===== src/rtl/fseq_pkg.sv =====
package fseq_pkg;

   localparam int OPC_W = 2;

   typedef enum logic [OPC_W-1:0] {
      OP_STEP = 2'd0,
      OP_JUMP = 2'd1,
      OP_NEXT = 2'd2,
      OP_HALT = 2'd3
   } op_e;

endpackage


===== src/rtl/fseq_imem.sv =====
module fseq_imem #(
   parameter int DEPTH  = 32,
   parameter int WORD_W = 15,
   localparam int AW    = $clog2(DEPTH)
) (
   input  logic              clk,
   input  logic              we_i,
   input  logic [AW-1:0]     waddr_i,
   input  logic [WORD_W-1:0] wdata_i,
   input  logic [AW-1:0]     raddr_i,
   output logic [WORD_W-1:0] rdata_o
);

   logic [WORD_W-1:0] rows [DEPTH];

   generate
      if (DEPTH != (1 << AW)) begin : g_depth_bad
         $error("fseq_imem: DEPTH must be a power of two");
      end
      for (genvar r = 0; r < DEPTH; r++) begin : g_row
         logic [WORD_W-1:0] word_q;
         always_ff @(posedge clk) begin
            if (we_i && (waddr_i == AW'(r))) begin
               word_q <= wdata_i;
            end
         end
         assign rows[r] = word_q;
      end
   endgenerate

   assign rdata_o = rows[raddr_i];

endmodule


===== src/rtl/fseq_decode.sv =====
module fseq_decode
   import fseq_pkg::*;
#(
   parameter int AW    = 5,
   parameter int LC_W  = 4,
   parameter int STB_W = 4,
   localparam int IW   = OPC_W + LC_W + STB_W + AW,
   localparam int TGT_LO  = 0,
   localparam int MASK_LO = TGT_LO + AW,
   localparam int CNT_LO  = MASK_LO + STB_W,
   localparam int OP_LO   = CNT_LO + LC_W
) (
   input  logic [IW-1:0]    instr_i,
   output op_e              op_o,
   output logic [LC_W-1:0]  cnt_o,
   output logic [STB_W-1:0] mask_o,
   output logic [AW-1:0]    tgt_o
);

   always_comb begin
      op_o   = op_e'(instr_i[OP_LO +: OPC_W]);
      cnt_o  = instr_i[CNT_LO +: LC_W];
      mask_o = instr_i[MASK_LO +: STB_W];
      tgt_o  = instr_i[TGT_LO +: AW];
   end

endmodule


===== src/rtl/fseq_ctrl.sv =====
module fseq_ctrl
   import fseq_pkg::*;
#(
   parameter int AW    = 5,
   parameter int LC_W  = 4,
   parameter int STB_W = 4
) (
   input  logic             clk,
   input  logic             rst,
   input  op_e              op_i,
   input  logic [LC_W-1:0]  cnt_i,
   input  logic [STB_W-1:0] mask_i,
   input  logic [AW-1:0]    tgt_i,
   input  logic             dv_i,
   input  logic             match_i,
   output logic             req_o,
   output logic [STB_W-1:0] stb_o,
   output logic [AW-1:0]    pc_o
);

   localparam logic [LC_W-1:0] LC_SINGLE_MAX = LC_W'(2);

   logic [AW-1:0]   pc_q, pc_d;
   logic [LC_W-1:0] lc_q, lc_d;
   logic            run_q, run_d;
   logic            is_step, accept, long_run;
   logic [LC_W-1:0] eff_cnt;

   always_comb begin
      is_step  = (op_i == OP_STEP);
      accept   = is_step && dv_i;
      eff_cnt  = run_q ? lc_q : cnt_i;
      long_run = (eff_cnt > LC_SINGLE_MAX);
   end

   always_comb begin
      pc_d  = pc_q;
      lc_d  = '0;
      run_d = 1'b0;
      unique case (op_i)
         OP_STEP: begin
            lc_d  = lc_q;
            run_d = run_q;
            if (accept) begin
               if (long_run) begin
                  lc_d  = eff_cnt - 1'b1;
                  run_d = 1'b1;
               end else begin
                  pc_d  = pc_q + 1'b1;
                  lc_d  = '0;
                  run_d = 1'b0;
               end
            end
         end
         OP_JUMP: pc_d = match_i ? tgt_i : pc_q + 1'b1;
         OP_NEXT: pc_d = pc_q + 1'b1;
         OP_HALT: pc_d = pc_q;
         default: pc_d = pc_q;
      endcase
   end

   always_ff @(posedge clk) begin
      if (rst) begin
         pc_q  <= '0;
         lc_q  <= '0;
         run_q <= 1'b0;
      end else begin
         pc_q  <= pc_d;
         lc_q  <= lc_d;
         run_q <= run_d;
      end
   end

   generate
      for (genvar b = 0; b < STB_W; b++) begin : g_stb
         assign stb_o[b] = mask_i[b] & accept;
      end
   endgenerate

   assign req_o = is_step;
   assign pc_o  = pc_q;


   a_r1_reset_clears: assert property (@(posedge clk)
      rst |=> (pc_q == '0 && lc_q == '0 && !run_q));


   a_r3_hold_without_data: assert property (@(posedge clk) disable iff (rst)
      (is_step && !dv_i) |=> $stable(pc_q));


   a_r3_single_advance: assert property (@(posedge clk) disable iff (rst)
      (accept && !long_run) |=> (pc_q == $past(pc_q) + 1'b1));


   a_r4_count_down: assert property (@(posedge clk) disable iff (rst)
      (accept && run_q && lc_q > LC_SINGLE_MAX) |=> (lc_q == $past(lc_q) - 1'b1));


   a_r4_pc_held_in_run: assert property (@(posedge clk) disable iff (rst)
      (accept && long_run) |=> $stable(pc_q));


   a_r6_jump_taken: assert property (@(posedge clk) disable iff (rst)
      (op_i == OP_JUMP && match_i) |=> (pc_q == $past(tgt_i)));


   a_r7_halt_holds: assert property (@(posedge clk) disable iff (rst)
      (op_i == OP_HALT) |=> $stable(pc_q));

endmodule


===== src/rtl/fseq_top.sv =====
module fseq_top
   import fseq_pkg::*;
#(
   parameter int DEPTH = 32,
   parameter int LC_W  = 4,
   parameter int STB_W = 4,
   localparam int AW   = $clog2(DEPTH),
   localparam int IW   = OPC_W + LC_W + STB_W + AW
) (
   input  logic             clk,
   input  logic             rst,
   input  logic             dv_i,
   input  logic             match_i,
   input  logic             imem_we_i,
   input  logic [AW-1:0]    imem_addr_i,
   input  logic [IW-1:0]    imem_wdata_i,
   output logic             req_next_o,
   output logic [STB_W-1:0] stb_o,
   output logic [AW-1:0]    pc_o
);

   generate
      if (LC_W < 2) begin : g_lc_bad
         $error("fseq_top: LC_W must hold the value 2");
      end
      if (STB_W < 1) begin : g_stb_bad
         $error("fseq_top: STB_W must be at least 1");
      end
      if (DEPTH < 4) begin : g_depth_bad
         $error("fseq_top: DEPTH must be at least 4");
      end
   endgenerate

   logic [IW-1:0]    instr;
   op_e              op;
   logic [LC_W-1:0]  cnt;
   logic [STB_W-1:0] mask;
   logic [AW-1:0]    tgt;

   fseq_imem #(.DEPTH(DEPTH), .WORD_W(IW)) u_imem (
      .clk     (clk),
      .we_i    (imem_we_i),
      .waddr_i (imem_addr_i),
      .wdata_i (imem_wdata_i),
      .raddr_i (pc_o),
      .rdata_o (instr)
   );

   fseq_decode #(.AW(AW), .LC_W(LC_W), .STB_W(STB_W)) u_decode (
      .instr_i (instr),
      .op_o    (op),
      .cnt_o   (cnt),
      .mask_o  (mask),
      .tgt_o   (tgt)
   );

   fseq_ctrl #(.AW(AW), .LC_W(LC_W), .STB_W(STB_W)) u_ctrl (
      .clk     (clk),
      .rst     (rst),
      .op_i    (op),
      .cnt_i   (cnt),
      .mask_i  (mask),
      .tgt_i   (tgt),
      .dv_i    (dv_i),
      .match_i (match_i),
      .req_o   (req_next_o),
      .stb_o   (stb_o),
      .pc_o    (pc_o)
   );


   a_r5_no_strobe_without_req: assert property (@(posedge clk) disable iff (rst)
      !req_next_o |-> (stb_o == '0));

endmodule


===== config.mk =====
export PLATFORM = sky130hd
export DESIGN_NAME = fseq_top
export DESIGN_NICKNAME = d
export VERILOG_FILES = /design/src/rtl/fseq_pkg.sv /design/src/rtl/fseq_imem.sv /design/src/rtl/fseq_decode.sv /design/src/rtl/fseq_ctrl.sv /design/src/rtl/fseq_top.sv
export SDC_FILE = /design/constraint.sdc
export NUM_CORES = 1
export LEC_CHECK = 0
export BUFFER_PORTS_ARGS = -buffer_cell sky130_fd_sc_hd__buf_2
export CORE_ASPECT_RATIO = 0.9
export CORE_MARGIN = 2
export CORE_UTILIZATION = 42
export CTS_BUF_LIST = sky130_fd_sc_hd__clkbuf_4
export CTS_CLUSTER_DIAMETER = 80
export DETAILED_ROUTE_END_ITERATION = 8
export GPL_TIMING_DRIVEN = 0
export HOLD_SLACK_MARGIN = 0.03
export PLACE_DENSITY = 0.61
export SYNTH_ARGS = -nofsm -noshare
export SYNTH_HDL_FRONTEND = slang
export SYNTH_SLANG_ARGS = --single-unit

===== constraint.sdc =====
create_clock -name clk -period 4.4 [get_ports clk]
set_input_delay 0.44 -clock clk [delete_from_list [all_inputs] [get_ports clk]]
set_output_delay 0.44 -clock clk [all_outputs]
set_load 0.02 [all_outputs]

==> results of run 1 <==
cell usage in the layout (no fill, tap or decap), types with 5 or more instances in the layout:
master	Yosys	layout
edfxtp_1	480	480
clkbuf_4	0	180
mux4_2	124	124
buf_2	21	44
nor2_2	0	35
clkinv_1	0	30
mux2i_1	28	27
nand2_1	19	19
buf_16	0	18
mux2_2	16	16
buf_8	0	15
nand3_1	16	15
buf_4	5	11
dfxtp_1	10	10
dlygate4sd3_1	0	9
buf_6	7	8
nand2b_1	8	8
nor2_1	44	8
a21oi_1	8	8
nor2b_1	7	7
inv_1	7	7
o211ai_1	6	6
mux2_1	6	6
clkbuf_1	7	5
and3_1	5	5
final cells by class:
type	count	area, µm²	area share
Sequential cell	490	14610	0.6433
Inverter	7	26.28	0.001157
Timing Repair Buffer	74	950.9	0.04186
Clock inverter	37	229.0	0.01008
Buffer	41	314.1	0.01383
Tap cell	608	760.7	0.03349
Clock buffer	178	1336	0.05883
Multi-Input combinational cell	346	4474	0.1970
Antenna cell	4	10.01	0.0004407
how the worst min path moves through the flow:
| stage | from | end | slack, ns | depth (start not counted) |
|---|---|---|---|---|
| 3_5_place_dp | u_ctrl.lc_q[2] | u_ctrl.lc_q[2] | 0.44 | 2 |
| 6_report | imem_wdata_i[0] | u_imem.g_row[6].word_q[0] | 0.10 | 1 |
| 4_1_cts | imem_wdata_i[8] | u_imem.g_row[0].word_q[8] | 0.03 | 1 |
| 5_1_grt | imem_wdata_i[0] | u_imem.g_row[1].word_q[0] | 0.06 | 1 |
| 3_3_place_gp | u_ctrl.lc_q[0] | u_ctrl.lc_q[0] | 0.44 | 2 |
| 2_1_floorplan | u_ctrl.lc_q[1] | u_ctrl.lc_q[1] | 0.43 | 2 |
power by group through the flow:
stage,combinational (mW),clock [mW],sequential (mW)
after floorplan,1.93,0,5.34
after global placement,2.75,0,5.34
after detailed placement,2.79,0,5.34
after CTS,2.83,3.91,5.24
after global routing,3.03,4.15,5.24
final,2.83,3.81,5.24
registers in the layout, indices dropped and copies added, names as in the netlist:
signal	cells
u_ctrl.lc_q	4
u_ctrl.pc_o	5
u_ctrl.run_q	1
u_imem.g_row.word_q	480
stage by stage:
stage,utilization,hold WS [ns],TNS [ns],instances
after CTS,0.4996,0.03149,0,1781
final,0.5007,0.1025,0,1785
after global placement,0.4453,0.4377,0,1530
after floorplan,-,0.4268,0,888
after global routing,0.5006,0.06043,-0.02362,1784
after detailed placement,0.4624,0.4393,0,1561
metal layers:
| layer | GRT usage | routed length, µm |
|---|---|---|
| met1 | 0.3098 | 21190 |
| met2 | 0.2939 | 21330 |
| met3 | 0.04835 | 4266 |
| met4 | 0.07386 | 1417 |
| met5 | 0 | 0 |
critical path, delay by kind of cell, from the launching register on:
family          cells  cell delay, ns
compound gates      3            0.89
mux                 4            1.45
fa+ha+maj           1            0.22
buf+inv             3            0.86
flops               1            0.45
simple gates        1            0.22
cell families after synthesis:
| logic type | synth area share |
|---|---|
| buffers and inverters | 0.01519 |
| and+or+nand+nor | 0.02941 |
| DFF | 0.7583 |
| adders and majority gates | 0.001948 |
| muxes | 0.1739 |
| xor gates and xnor gates | 0.0004545 |
| AOI/OAI and AO/OA | 0.02084 |
what timing repair did:
action	CTS	global route
endpoints found under the setup margin	5	10
hold buffers	9	0
endpoints found under the hold margin	173	0
resized for setup	21	12
==> out/results.txt, run 1 <==
Effective utilization at floorplan = 0.4248
Status = completed
CTS tree = done
CTS Buffer Depth = 3
I/O pin count = 35
Antenna Violating Nets Remaining = 0
Cell Area, Placed = 20,980 µm²
Yosys warns = 0
Crit path capture = u_ctrl.pc_o[3]
Max Cap Viol = 0
Worst path cell trace = buf_8 > buf_2 > clkbuf_4 > mux4_2 > mux4_2 > mux2_2 > mux2i_2 > ha_1 > and4b_1 > o311a_4 > a211o_1 > a32o_1
Reg-to-Reg Start = u_ctrl.pc_o[1]
Critical-path top delay cell = mux4_2
DR WL/cell = 27.00 µm
Hold WC Path Type = in -> reg
PwrDens = 523.3 nW/µm²
Crit path launch type = register
Final setup vio count = 0
R2R cell count = 12
GRT Total Usage = 0.2056
Final hold viol count = 0
P_leak = 7.260 nW
Most common cell in the synthesized netlist = edfxtp_1
Area leader, netlist = edfxtp_1
Die X = 229.8 µm
Top post-synthesis cells by count = edfxtp_1 (480), mux4_2 (124), nor2_1 (44), mux2i_1 (28), buf_2 (21)
Die area = 47,620 µm²
Die Height = 207.2 µm
Fin worst setup slack = 0.1607 ns
Number of global-route vias before repair = 10,201
First-pass DRT Iterations = 5
Final Skew = 0.05248 ns
DRC = 0
Sequential share of the synthesized area = 0.7583
Achievable clock frequency = 235.9 MHz
Num CTS Buffers = 116
Seq pwr share = 0.441
Number of synthesized flops with an enable pin = 480
Core area = 45,370 µm²
Synth top area share = 0.7479
Syn_nets = 916
CTS Sinks = 490
H-Tree Depth = 3
CTS root buffer = clkbuf_4
Library cells used by synthesis = 57
Slew margin rel. = 0.2678
Gate Count Post-Synth = 888
Worst-Margin Slew = 1.098 ns
WL final = 48.20 mm
Avg Cell Area, Syn = 21.70 µm²
Share of layout cells above drive strength 1 = 0.4015
Clk Latency, worst-skew pair = 0.86 ns
Port bufs = 34
Critical R2R Capture = u_ctrl.pc_o[3]
Via Count = 10,095
# nets final = 1,104
RD Place Congestion = 0.8697
Worst setup path class = reg -> reg
Largest net degree at the start of global routing = 33
Worst R2R Setup Slack = 0.16 ns
Power after layout = 11.89 mW
Initial drt markers = 1,294
Post-route minimum period = 4.239 ns
GRT overflow = 0
Final Instance Area = 22,720 µm²
Clock transition at path regs = 0.08 ns
DPL Wire Length = 31.75 mm
WP data arrival = 4.94 ns
Cell Area, Synth = 19,270 µm²
Synth Flop Type = edfxtp_1
Clock share of power = 0.320
Most used cell, CP = mux4_2
Seq cells post-synth = 490
Post-CTS setup buffers = 0
Gate power share = 0.238
Post-synth ARST share = 0
Ranking of synthesized cells by area = edfxtp_1 (75%), mux4_2 (14%), mux2i_1 (1.5%)
Fillers = 3,712
VDD IR max = 0.2883 mV
CP max FO = 10
Setup crit start = u_ctrl.pc_o[1]
Switching Share = 0.2864
Psw = 3.404 mW
Initial antenna violation count = 2
Tcrit/Tclk final = 0.9635
CP required = 5.10 ns
Critical path capture point type = register
Pins Over Slew Limit = 0
Vias per cell = 5.655
First-pass GRT wire length = 69.59 mm
Row cnt = 74
CP max stage delay = 0.48 ns
Pint = 8.483 mW
Place WS = 0.01967 ns
Area growth from synthesis to layout = 17.87%
No activity file was read; power rests on OpenSTA's default activity.
==> run 2, diff against run 1 <==
- GPL_ROUTABILITY_DRIVEN: not set -> 0
- clock period: 4.4 -> 5.1 ns (I/O delays scaled with it)
==> run 2 against run 1 <==
Sequential share of layout area rose by 0.41 points. Setup slack improved by 0.096 ns. Core utilization is 0.32 points lower. Hold slack improved by 0.039 ns. Design area down 0.63%. Clock skew grew 0.0055 ns. Non-clock buffer count shrank 5. Global-route usage hardly changed. Largest power group unchanged.
==> out/results.txt, run 2 (same netlist as run 1, synthesis figures left out) <==
Status = completed (unchanged)
Pins Over Slew Limit = 0 (unchanged)
Initial antenna violation count = 2 (unchanged)
Pint = 7.282 mW (was 8.483 mW)
Final Skew = 0.05802 ns (was 0.05248 ns)
CP max stage delay = 0.67 ns (was 0.48 ns)
Area growth from synthesis to layout = 17.12% (was 17.87%)
Largest net degree at the start of global routing = 33 (unchanged)
Num CTS Buffers = 116 (unchanged)
Crit path launch type = register (unchanged)
Critical path capture point type = output port (was register)
Slew margin rel. = 0.2372 (was 0.2678)
Met2 wire len = 21.51 mm (was 21.33 mm)
H-Tree Depth = 3 (unchanged)
Critical-path top delay cell = buf_1 (was mux4_2)
Row cnt = 74 (unchanged)
Vias per cell = 5.680 (was 5.655)
Initial drt markers = 1,349 (was 1,294)
WP data arrival = 4.33 ns (was 4.94 ns)
Buf/Inv on CP = 5 (was 3)
CP max FO = 10 (unchanged)
CTS tree = done (unchanged)
DR WL/cell = 27.09 µm (was 27.00 µm)
Antenna Violating Nets Remaining = 0 (unchanged)
Die X = 229.8 µm (unchanged)
Clock share of power = 0.323 (was 0.320)
Highest Signal Layer = met4 (unchanged)
DRC = 0 (unchanged)
Routed wl met3 = 4.240 mm (was 4.266 mm)
# nets final = 1,099 (was 1,104)
Core area = 45,370 µm² (unchanged)
Gate power share = 0.235 (was 0.238)
Most used cell, CP = buf_2 (was mux4_2)
Number of global-route vias before repair = 10,186 (was 10,201)
CTS root buffer = clkbuf_4 (unchanged)
First-pass GRT wire length = 69.59 mm (about the same)
Top delay family on crit path = buffers and inverters (was multiplexers)
Max Cap Viol = 0 (unchanged)
Clock transition at path regs = 0.07 ns (was 0.08 ns)
Port bufs = 34 (unchanged)
I/O pin count = 35 (unchanged)
Final setup vio count = 0 (unchanged)
M1 WL = 21.12 mm (was 21.19 mm)
Most frequent cells in the layout = edfxtp_1 (480), clkbuf_4 (178), mux4_2 (124) (was edfxtp_1 (480), clkbuf_4 (180), mux4_2 (124))
Effective utilization at floorplan = 0.4248 (unchanged)
CTS Sinks = 490 (unchanged)
Largest register FFs = 480 (unchanged)
GRT Total Usage = 0.2059 (was 0.2056)
Worst path cell trace = buf_2 > buf_2 > buf_1 > clkbuf_1 > mux4_2 > mux2i_1 > nor2_1 > buf_2 (was buf_8 > buf_2 > clkbuf_4 > mux4_2 > mux4_2 > mux2_2 > mux2i_2 > ha_1 > and4b_1 > o311a_4 > a211o_1 > a32o_1)
Post-route minimum period = 4.843 ns
CTS Buffer Depth = 3 (unchanged)
Share of layout cells above drive strength 1 = 0.3973 (was 0.4015)
Core Util, Final = 0.4975 (was 0.5007)
Most flop-heavy register = u_imem.g_row.word_q (unchanged)
Hold Slack = 0.1417 ns (was 0.1025 ns)
Worst setup path class = reg -> out (was reg -> reg)
WL final = 48.19 mm (was 48.20 mm)
DPL Wire Length = 31.75 mm (unchanged)
VDD IR max = 0.2506 mV (was 0.2883 mV)
Psw = 2.933 mW (was 3.404 mW)
Final hold viol count = 0 (unchanged)
First-pass DRT Iterations = 7 (was 5)
Via Count = 10,105 (was 10,095)
Switching Share = 0.2871 (was 0.2864)
CP required = 4.59 ns (was 5.10 ns)
Tcrit/Tclk final = 0.9496
Hold WC Path Type = in -> reg (unchanged)
PwrDens = 452.6 nW/µm² (was 523.3 nW/µm²)
P_leak = 7.218 nW (was 7.260 nW)
Die Height = 207.2 µm (unchanged)
Clk Latency, worst-skew pair = 0.88 ns (was 0.86 ns)
Final TNS setup = 0 ns (unchanged)
RSZ-0062 raised after global routing = no
Most common cell after layout, fill and taps aside = edfxtp_1 (unchanged)
GRT overflow = 0 (unchanged)
Achievable clock frequency = 206.5 MHz
Worst-Margin Slew = 1.144 ns (was 1.098 ns)
Die area = 47,620 µm² (unchanged)
Seq pwr share = 0.443 (was 0.441)
## run 2: changes by cell type in the layout (fill, tap and decap cells not counted), sizes merged
cell | before | now
diode | 4 | 3
buf | 99 | 101
dlygate4sd3 | 9 | 2
## run 2: repair_timing
action | 4_1_cts | 5_1_grt
hold endpoints to repair | 6 | 0
hold buffers | 2 | 0
resized for setup | 4 | 1
pin swaps | 0 | 0
endpoints found under the setup margin | 4 | 4
setup buffers | 0 | 0
## run 2: cell type report
type,instances,area (µm²)
multi-input combinational,346,4451
timing repair buffer,67,880.8
sequential,490,14610
buffer,43,266.5
fill,3718,22800
inverter,7,26.28
tap,608,760.7
clock buffer,178,1336
clock inverter,37,229.0
antenna,3,7.507
## run 2: worst paths after layout
check,startpoint,to,slack (ns),cells after the start
worst max-delay path,u_ctrl.pc_o[3],stb_o[0],0.26,8
worst max register to register,u_ctrl.pc_o[1],u_ctrl.pc_o[3],0.72,12
worst min-delay path,imem_wdata_i[2],u_imem.g_row[6].word_q[2],0.14,1
worst min register to register,u_ctrl.lc_q[0],u_ctrl.lc_q[0],0.45,2
## run 2: through the flow
| stage | cell area (µm²) | instances | setup slack, ns | power (mW) |
|---|---|---|---|---|
| floorplan | 19270 | 888 | 1.436 | 6.272 |
| global placement | 20200 | 1530 | 0.7041 | 6.980 |
| detailed placement | 20980 | 1561 | 0.6497 | 7.018 |
| CTS | 22570 | 1777 | 0.006923 | 10.31 |
| global route | 22570 | 1779 | 0.08390 | 10.67 |
| finish | 22570 | 1779 | 0.2568 | 10.21 |
## run 2: metal layers
metal	up-vias	GRT usage
met5	-	0
met4	0	0.07453
met3	90	0.04780
met2	525	0.2938
met1	5275	0.3110
li1	4215	-
## run 2: power groups by stage
stage          clock, mW  combinational (mW)  sequential (mW)
3_5_place_dp           0                2.41             4.61
5_1_grt             3.58                2.56             4.52
4_1_cts             3.37                2.42             4.52
3_3_place_gp           0                2.37             4.61
2_1_floorplan          0                1.66             4.61
6_report            3.30                2.40             4.52
==> run 3, diff against run 2 <==
- BUFFER_PORTS_ARGS: -buffer_cell sky130_fd_sc_hd__buf_2 -> -buffer_cell sky130_fd_sc_hd__buf_4
- clock period: 5.1 -> 5.2 ns (I/O delays scaled with it)
==> run 3 against run 2 <==
Setup slack improved by 0.18 ns. Global-route usage about the same. Via count decreased by 0.83%. Clock power decreased by 6%. Routed wire length decreased by 0.49%. Die area unchanged. Combinational power about the same. Hold slack got worse by 0.026 ns. Core utilization increased by 0.23 points. Sequential power decreased by 2%. Final cell count increased by 0.39%. Critical path type unchanged. Largest cell class unchanged.
==> out/results.txt, run 3 (same netlist as run 1, synthesis figures left out) <==
DRC = 0 (unchanged)
GRT Total Usage = 0.2060 (was 0.2059)
PwrDens = 437.3 nW/µm² (was 452.6 nW/µm²)
H-Tree Depth = 3 (unchanged)
RSZ-0062 raised after global routing = no (unchanged)
Status = completed (unchanged)
Post-route minimum period = 4.765 ns
Worst path cell trace = buf_2 > buf_2 > buf_1 > clkbuf_1 > mux4_2 > mux2i_1 > nor2_1 > buf_4 (was buf_2 > buf_2 > buf_1 > clkbuf_1 > mux4_2 > mux2i_1 > nor2_1 > buf_2)
Most frequent cells in the layout = edfxtp_1 (480), clkbuf_4 (181), mux4_2 (124) (was edfxtp_1 (480), clkbuf_4 (178), mux4_2 (124))
# nets final = 1,110 (was 1,099)
Most used cell, CP = buf_2 (unchanged)
Num CTS Buffers = 117 (was 116)
Hold WC Path Type = in -> reg (unchanged)
Final TNS setup = 0 ns (unchanged)
Critical-path top delay cell = buf_1 (unchanged)
Die X = 229.8 µm (unchanged)
Largest net degree at the start of global routing = 33 (unchanged)
CP max stage delay = 0.68 ns (was 0.67 ns)
Effective utilization at floorplan = 0.4248 (unchanged)
Share of layout cells above drive strength 1 = 0.3976 (was 0.3973)
Final hold viol count = 0 (unchanged)
Clk Latency, worst-skew pair = 0.82 ns (was 0.88 ns)
Worst R2R Setup Slack = 0.87 ns (was 0.72 ns)
CTS tree = done (unchanged)
Largest register FFs = 480 (unchanged)
Buf/Inv on CP = 5 (unchanged)
WL final = 47.96 mm (was 48.19 mm)
Critical R2R Capture = u_ctrl.pc_o[3] (unchanged)
Vias per cell = 5.611 (was 5.680)
CP required = 4.68 ns (was 4.59 ns)
Slew margin rel. = 0.2168 (was 0.2372)
Fin worst setup slack = 0.4348 ns (was 0.2568 ns)
Hold Path Cell Cnt = 1 (unchanged)
Most flop-heavy register = u_imem.g_row.word_q (unchanged)
Most common cell after layout, fill and taps aside = edfxtp_1 (unchanged)
Pins Over Slew Limit = 0 (unchanged)
Clock transition at path regs = 0.07 ns (about the same)
Row cnt = 74 (unchanged)
Inst Count DP = 1,561 (unchanged)
CTS Sinks = 490 (unchanged)
CTS root buffer = clkbuf_4 (unchanged)
I/O pin count = 35 (unchanged)
Hold path endpoint = u_imem.g_row[13].word_q[13] (was u_imem.g_row[6].word_q[2])
P_leak = 7.249 nW (was 7.218 nW)
Port bufs = 34 (unchanged)
Tcrit/Tclk final = 0.9164
Reg-to-Reg Start = u_ctrl.pc_o[1] (unchanged)
Hold Slack = 0.1155 ns (was 0.1417 ns)
Worst setup path class = reg -> out (unchanged)
Antenna Violating Nets Remaining = 0 (unchanged)
Worst-Margin Slew = 1.175 ns (was 1.144 ns)
Die Height = 207.2 µm (unchanged)
DPL Wire Length = 31.86 mm (was 31.75 mm)
R2R cell count = 12 (unchanged)
Critical path capture point type = output port (unchanged)
HP Start = imem_wdata_i[13] (was imem_wdata_i[2])
Achievable clock frequency = 209.9 MHz
Number of global-route vias before repair = 10,146 (was 10,186)
Final Skew = 0.03714 ns (was 0.05802 ns)
CP max FO = 10 (unchanged)
GRT overflow = 0 (unchanged)
VDD IR max = 0.2496 mV (was 0.2506 mV)
First-pass GRT wire length = 69.46 mm (was 69.59 mm)
WP data arrival = 4.25 ns (was 4.33 ns)
First-pass DRT Iterations = 5 (was 7)
Die area = 47,620 µm² (unchanged)
Non-filler cells in the finished layout = 1,786 (was 1,779)
Crit path launch type = register (unchanged)
Initial antenna violation count = 1 (was 2)
Final setup vio count = 0 (unchanged)
Power after layout = 9.917 mW (was 10.21 mW)
Max Cap Viol = 0 (unchanged)
Initial drt markers = 1,056 (was 1,349)
Area growth from synthesis to layout = 17.67% (was 17.12%)
Via Count = 10,021 (was 10,105)
Core area = 45,370 µm² (unchanged)
Fillers = 3,715 (was 3,718)
Top delay family on crit path = buffers and inverters (unchanged)
Place WS = 0.7353 ns (was 0.6497 ns)
CTS Buffer Depth = 3 (unchanged)
DR WL/cell = 26.85 µm (was 27.09 µm)
[run 3: changes by cell type in the layout (fill, tap and decap cells not counted), moves of 2 or more]
cell / previous run / this run
buf_4: 5 / 39
buf_2: 54 / 21
dlygate4sd3_1: 2 / 12
clkinv_1: 30 / 25
clkbuf_4: 178 / 181
clkinvlp_4: 0 / 3
buf_16: 18 / 16
buf_8: 13 / 15
bufinv_16: 3 / 1
diode_2: 3 / 1
[run 3: layout make-up]
type	count	area, µm²	area share
inverters	7	26.28	0.001159
diodes	1	2.502	0.0001103
multi-input cells	346	4451	0.1962
repair buffers	77	1041	0.04590
flip-flops and latches	490	14610	0.6444
plain buffers	43	260.3	0.01148
clock inverters	33	163.9	0.007228
well taps	608	760.7	0.03354
clock buffers	181	1359	0.05992
[run 3: metal layers]
layer,track usage,vias to the layer above,wire length [µm]
li1,-,4231,-
met1,0.3063,5247,21280
met2,0.2989,462,21690
met3,0.05563,81,4020
met4,0.06207,0,961
met5,0,-,0
[run 3: report_power, final]
part / switching, mW / internal, mW / leakage, nW / total (mW)
Combinational: 1.31 / 1.06 / 1.94 / 2.37
Sequential: 0.0375 / 4.40 / 4.41 / 4.43
Clock: 1.48 / 1.63 / 0.903 / 3.11
Total: 2.83 / 7.09 / 7.25 / 9.92
[run 3: how the worst max path moves through the flow]
stage,from,end,depth (start not counted)
finish,u_ctrl.pc_o[3],stb_o[3],8
CTS,u_ctrl.pc_o[0],stb_o[2],10
global placement,u_ctrl.pc_o[1],stb_o[0],11
floorplan,u_ctrl.pc_o[1],u_ctrl.pc_o[3],12
global route,u_ctrl.pc_o[0],stb_o[2],9
detailed placement,u_ctrl.pc_o[1],stb_o[2],11
[run 3: per-stage QoR]
stage / utilization / instance area [µm²]
floorplan: - / 19270
global placement: 0.4472 / 20290
detailed placement: 0.4637 / 21040
CTS: 0.5000 / 22690
global route: 0.4999 / 22680
finish: 0.4999 / 22680
[run 3: worst reg2reg max path: cells and delay by family (launching register included)]
kind	cells	cell delay, ns
mux	4	1.49
buf+inv	3	0.91
flops	1	0.44
fa+ha+maj	1	0.25
simple gates	1	0.22
compound gates	3	0.88
[run 3: repair_timing]
action | CTS | global route
buffers inserted | 0 | 0
hold buffers | 12 | 0
setup endpoints to repair | 4 | 4
resized for setup | 3 | 0
hold endpoints to repair | 168 | 0
